$ cat src/rtl/nonoverlap_clkgen_pkg.sv
package nonoverlap_clkgen_pkg;
  // Strobes passed from the divider control to the phase datapath.
  typedef struct packed {
    logic baseClk;  // divided base clock
    logic dblClk;   // clock at twice the base rate
    logic clear;    // force all phases inactive
  } divStrobes_t;
endpackage

$ cat src/rtl/nonoverlap_divider.sv
module nonoverlap_divider
  import nonoverlap_clkgen_pkg::*;
#(
  parameter int DIV_STAGES = 3
) (
  input  logic        clk,
  input  logic        rst_n,
  input  logic        enable,
  output divStrobes_t strobes
);
  logic [DIV_STAGES-1:0] stageQ;
  logic [DIV_STAGES:0]   carry;

  assign carry[0] = 1'b1;

  // Each stage toggles when every lower stage is high: a synchronous
  // model of a ripple chain of divide-by-two flip-flops.
  for (genvar s = 0; s < DIV_STAGES; s++) begin : g_stage
    assign carry[s+1] = carry[s] & stageQ[s];
    always_ff @(posedge clk or negedge rst_n) begin
      if (!rst_n) begin
        stageQ[s] <= 1'b0;
      end else if (!enable) begin
        stageQ[s] <= 1'b0;
      end else if (carry[s]) begin
        stageQ[s] <= ~stageQ[s];
      end
    end
  end

  always_comb begin
    strobes.baseClk = stageQ[DIV_STAGES-1];
    strobes.dblClk  = stageQ[DIV_STAGES-2];
    strobes.clear   = ~enable;
  end
endmodule

$ cat src/rtl/nonoverlap_phases.sv
module nonoverlap_phases
  import nonoverlap_clkgen_pkg::*;
(
  input  logic        clk,
  input  logic        rst_n,
  input  divStrobes_t strobes,
  output logic        phaseOne,
  output logic        phaseOneN,
  output logic        phaseTwo,
  output logic        phaseTwoN
);
  logic oneNext;
  logic twoNext;

  // Quarter 1 (base low, double high) is hold; quarter 3 (both high) is
  // transfer; quarters 0 and 2 are the gaps.
  always_comb begin
    oneNext = strobes.baseClk & strobes.dblClk & ~strobes.clear;
    twoNext = ~strobes.baseClk & strobes.dblClk & ~strobes.clear;
  end

  always_ff @(posedge clk or negedge rst_n) begin
    if (!rst_n) begin
      phaseOne  <= 1'b0;
      phaseTwo  <= 1'b0;
      phaseOneN <= 1'b1;
      phaseTwoN <= 1'b1;
    end else begin
      phaseOne  <= oneNext;
      phaseTwo  <= twoNext;
      phaseOneN <= ~oneNext;
      phaseTwoN <= ~twoNext;
    end
  end
endmodule

$ cat src/rtl/nonoverlap_clkgen.sv
module nonoverlap_clkgen
  import nonoverlap_clkgen_pkg::*;
#(
  parameter int DIV_STAGES = 3
) (
  input  logic clk,
  input  logic rst_n,
  input  logic enable,
  output logic phaseOne,
  output logic phaseOneN,
  output logic phaseTwo,
  output logic phaseTwoN
);
  divStrobes_t divStrobes;

  nonoverlap_divider #(.DIV_STAGES(DIV_STAGES)) divider_i (
    .clk     (clk),
    .rst_n   (rst_n),
    .enable  (enable),
    .strobes (divStrobes)
  );

  nonoverlap_phases phases_i (
    .clk       (clk),
    .rst_n     (rst_n),
    .strobes   (divStrobes),
    .phaseOne  (phaseOne),
    .phaseOneN (phaseOneN),
    .phaseTwo  (phaseTwo),
    .phaseTwoN (phaseTwoN)
  );
endmodule

$ cat config.mk
export PLATFORM = sky130hd
export DESIGN_NAME = nonoverlap_clkgen
export DESIGN_NICKNAME = d
export VERILOG_FILES = /design/src/rtl/nonoverlap_clkgen_pkg.sv /design/src/rtl/nonoverlap_divider.sv /design/src/rtl/nonoverlap_phases.sv /design/src/rtl/nonoverlap_clkgen.sv
export SDC_FILE = /design/constraint.sdc
export NUM_CORES = 1
export LEC_CHECK = 0
export ABC_AREA = 1
export BUFFER_PORTS_ARGS = -buffer_cell sky130_fd_sc_hd__buf_2
export CAP_MARGIN = 20
export CORE_AREA = 2 2 39 41
export CTS_BUF_LIST = sky130_fd_sc_hd__clkbuf_16
export CTS_CLUSTER_DIAMETER = 60
export DETAILED_ROUTE_END_ITERATION = 8
export DIE_AREA = 0 0 41 43
export PLACE_DENSITY = 0.4
export SYNTH_ARGS = -nofsm -noshare
export SYNTH_HDL_FRONTEND = slang
export SYNTH_SLANG_ARGS = --single-unit
$ cat constraint.sdc
create_clock -name clk -period 1 [get_ports clk]
set_input_delay 0.2 -clock clk [delete_from_list [all_inputs] [get_ports clk]]
set_output_delay 0.2 -clock clk [all_outputs]
set_load 0.01 [all_outputs]
==> qor.yml <==
status:
  outcome: "finished, violations left"
  failed_checks: "negative setup slack"
place:
  portBuffers: 6
  pre_cts_slack_ns: 0.181
  dp_hpwl_um: 308
  gp_congestion: 0.602
global_route:
  grt_max_degree: 8
  grt_pass1_wl_um: 690
  grt_pass1_vias: 179
  antenna_found_initial: 0
  grt_overflow: 0
  grt_util_all_layers_pct: 6.68
worst_setup_path:
  worst_ep_arrival_time_ns: 0.84
  worstPathRequired_ns: 0.80
  path_cells: "buf_6"
  critPathMaxFanout: 1
  path_buf_inv: 1
  slowest_stage: "dfstp_2"
  crit_path_max_incr_delay_ns: 0.52
  startpoint_type: "flop"
  critical-path-top-delay-family: "flip-flops"
  path_class: "reg -> out"
  endpoint_kind: "primary output"
yosys:
  yosys-top-cells-area: "dfrtp_1 (52%), dfstp_2 (22%), nand2_1 (7.8%), nor2_1 (7.8%), inv_1 (4.7%)"
  synthArstFlopShare_pct: 100
  yosysTopAreaCellShare_pct: 52.1
  ys_warn_count: 0
  synthDistinctLibCells: 7
  synthFlopType: "dfrtp_1"
  synth_nets: 26
  postSynthAreaPerCell_um2: 10.4
  ys_seq_elements: 7
  synth_top_area_cell: "dfrtp_1"
  synth_edf_count: 0
  netlist_instances: 23
  syn_area_um2: 240
  yosys-top-cells-count: "dfrtp_1 (5), nand2_1 (5), nor2_1 (5), inv_1 (3)"
  ys_seq_area_share_pct: 74.0
power:
  leakage_uw: 0.000215
  power_density_nw_per_um2: 2610
  vdd_drop_max_mv: 1.64
routing:
  via_per_inst: 3.68
  dr.pass1.iters: 4
  wirelength_um: 405
  drcViolationCount: 0
  drt-initial-drc-count: 6
  via_count: 184
  antenna_left: 0
  wire_per_inst_um: 8.10
timing:
  worst_slack_ns: -0.0372
  fin_crit_ns: 1.04
  fin_skew_ns: 0.00158
  hold_ws_ns: 0.189
  maxSlewHeadroom_pct: 90.1
  slew_viol_final: 0
  fmax_mhz: 964
  setup_viol: 2
  hold_violations: 0
  timing.final.crit_share_pct: 104
  tightest_slew_ns: 0.149
  tns_ns: -0.0717
  rsz0062_at_grt: "yes"
finish:
  fin_nets: 38
  fillers: 146
  multi_input_area_um2: 47.5
  antennaDiodeCount: 0
  seqCellArea_um2: 178
  area_growth_pct: 63.0
  fin_util_pct: 28.3
  layout-drive-gt1-share_pct: 35.3
die:
  die_h_um: 43
  io_pins: 7
  dieArea_um2: 1760
  coreArea_um2: 1380
  die_w_um: 41
  initial_core_util_pct: 17.4
  rows: 14
clock_network:
  cts_sinks: 7
  clk_pin_slew_worst_paths_ns: 0.03
  cts_buffers: 3
  htreeDepth: 1
  clk_latency_ns: 0.23
  post-cts-setup-buffer-count: 0
  cts_root_buffer: "clkbuf_16"
  cts_buffer_depth: 2
  cts_tree: "done"
hold_path:
  hp-class: "in -> reg"
job:
  drv_cap: 0
where the power goes:
| group | internal [uW] | switching [uW] |
|---|---|---|
| clock | 518 | 134 |
| combinational | 23.3 | 27.3 |
| sequential | 306 | 13.4 |
| total | 847 | 175 |
layout make-up:
class	instances	share of cell area [%]
inverter	4	3.83
sequential	7	45.4
timing repair buffer	7	13.4
multi-input combinational	12	12.1
clock inverter	1	0.958
tap	16	5.11
clock buffer	3	19.2
what timing repair did:
action,4_1_cts,5_1_grt
endpoints found under the hold margin,5,0
endpoints found under the setup margin,2,2
hold buffers,1,0
gates resized for setup,2,0
through the flow:
step | cell area [um^2] | power (uW) | std cells
floorplan | 240 | 343 | 23
global placement | 290 | 361 | 45
detailed placement | 290 | 366 | 45
CTS | 392 | 1040 | 50
global route | 392 | 1070 | 50
finish | 392 | 1020 | 50
per-layer routing:
layer | global-route usage (%) | vias up | wire length, um
met2 | 8.75 | 9 | 175
met3 | 9.42 | 2 | 50
li1 | - | 88 | -
met4 | 2.00 | 0 | 9
met5 | 0 | - | 0
met1 | 5.61 | 85 | 170
kinds of logic after synthesis:
group,after synthesis,synth area share (%)
flip-flops,7,74.0
AND/OR/NAND/NOR,12,19.8
buffers and inverters,4,6.25
final timing paths:
kind	endpoint	slack, ns	depth (start not counted)	start
worst max-delay path	phaseTwoN	-0.04	1	phases_i.phaseTwoN
worst min-delay path	phases_i.phaseTwoN	0.19	2	enable
worst max register to register	divider_i.strobes[2]	0.23	4	divider_i.strobes[1]
worst min register to register	divider_i.carry[1]	0.45	1	divider_i.carry[1]
max in group asynchronous	phases_i.phaseTwoN	0.44	2	rst_n
min in group asynchronous	phases_i.phaseTwo	0.33	2	rst_n
layout by cell type, fill, tap and decap left out, drive strengths merged:
cell type	count
buf	6
clkbuf	3
inv	5
nand2	5
nand3	2
dfrtp	5
dlygate4sd3	1
nor2	5
dfstp	2
sequential cells by signal, indices dropped and copies added (netlist names):
| signal | cells |
|---|---|
| divider_i.carry | 1 |
| phases_i.phaseTwo | 1 |
| phases_i.phaseOneN | 1 |
| divider_i.strobes | 2 |
| phases_i.phaseTwoN | 1 |
| phases_i.phaseOne | 1 |
Note: power is estimated with default switching activity, not from simulation.
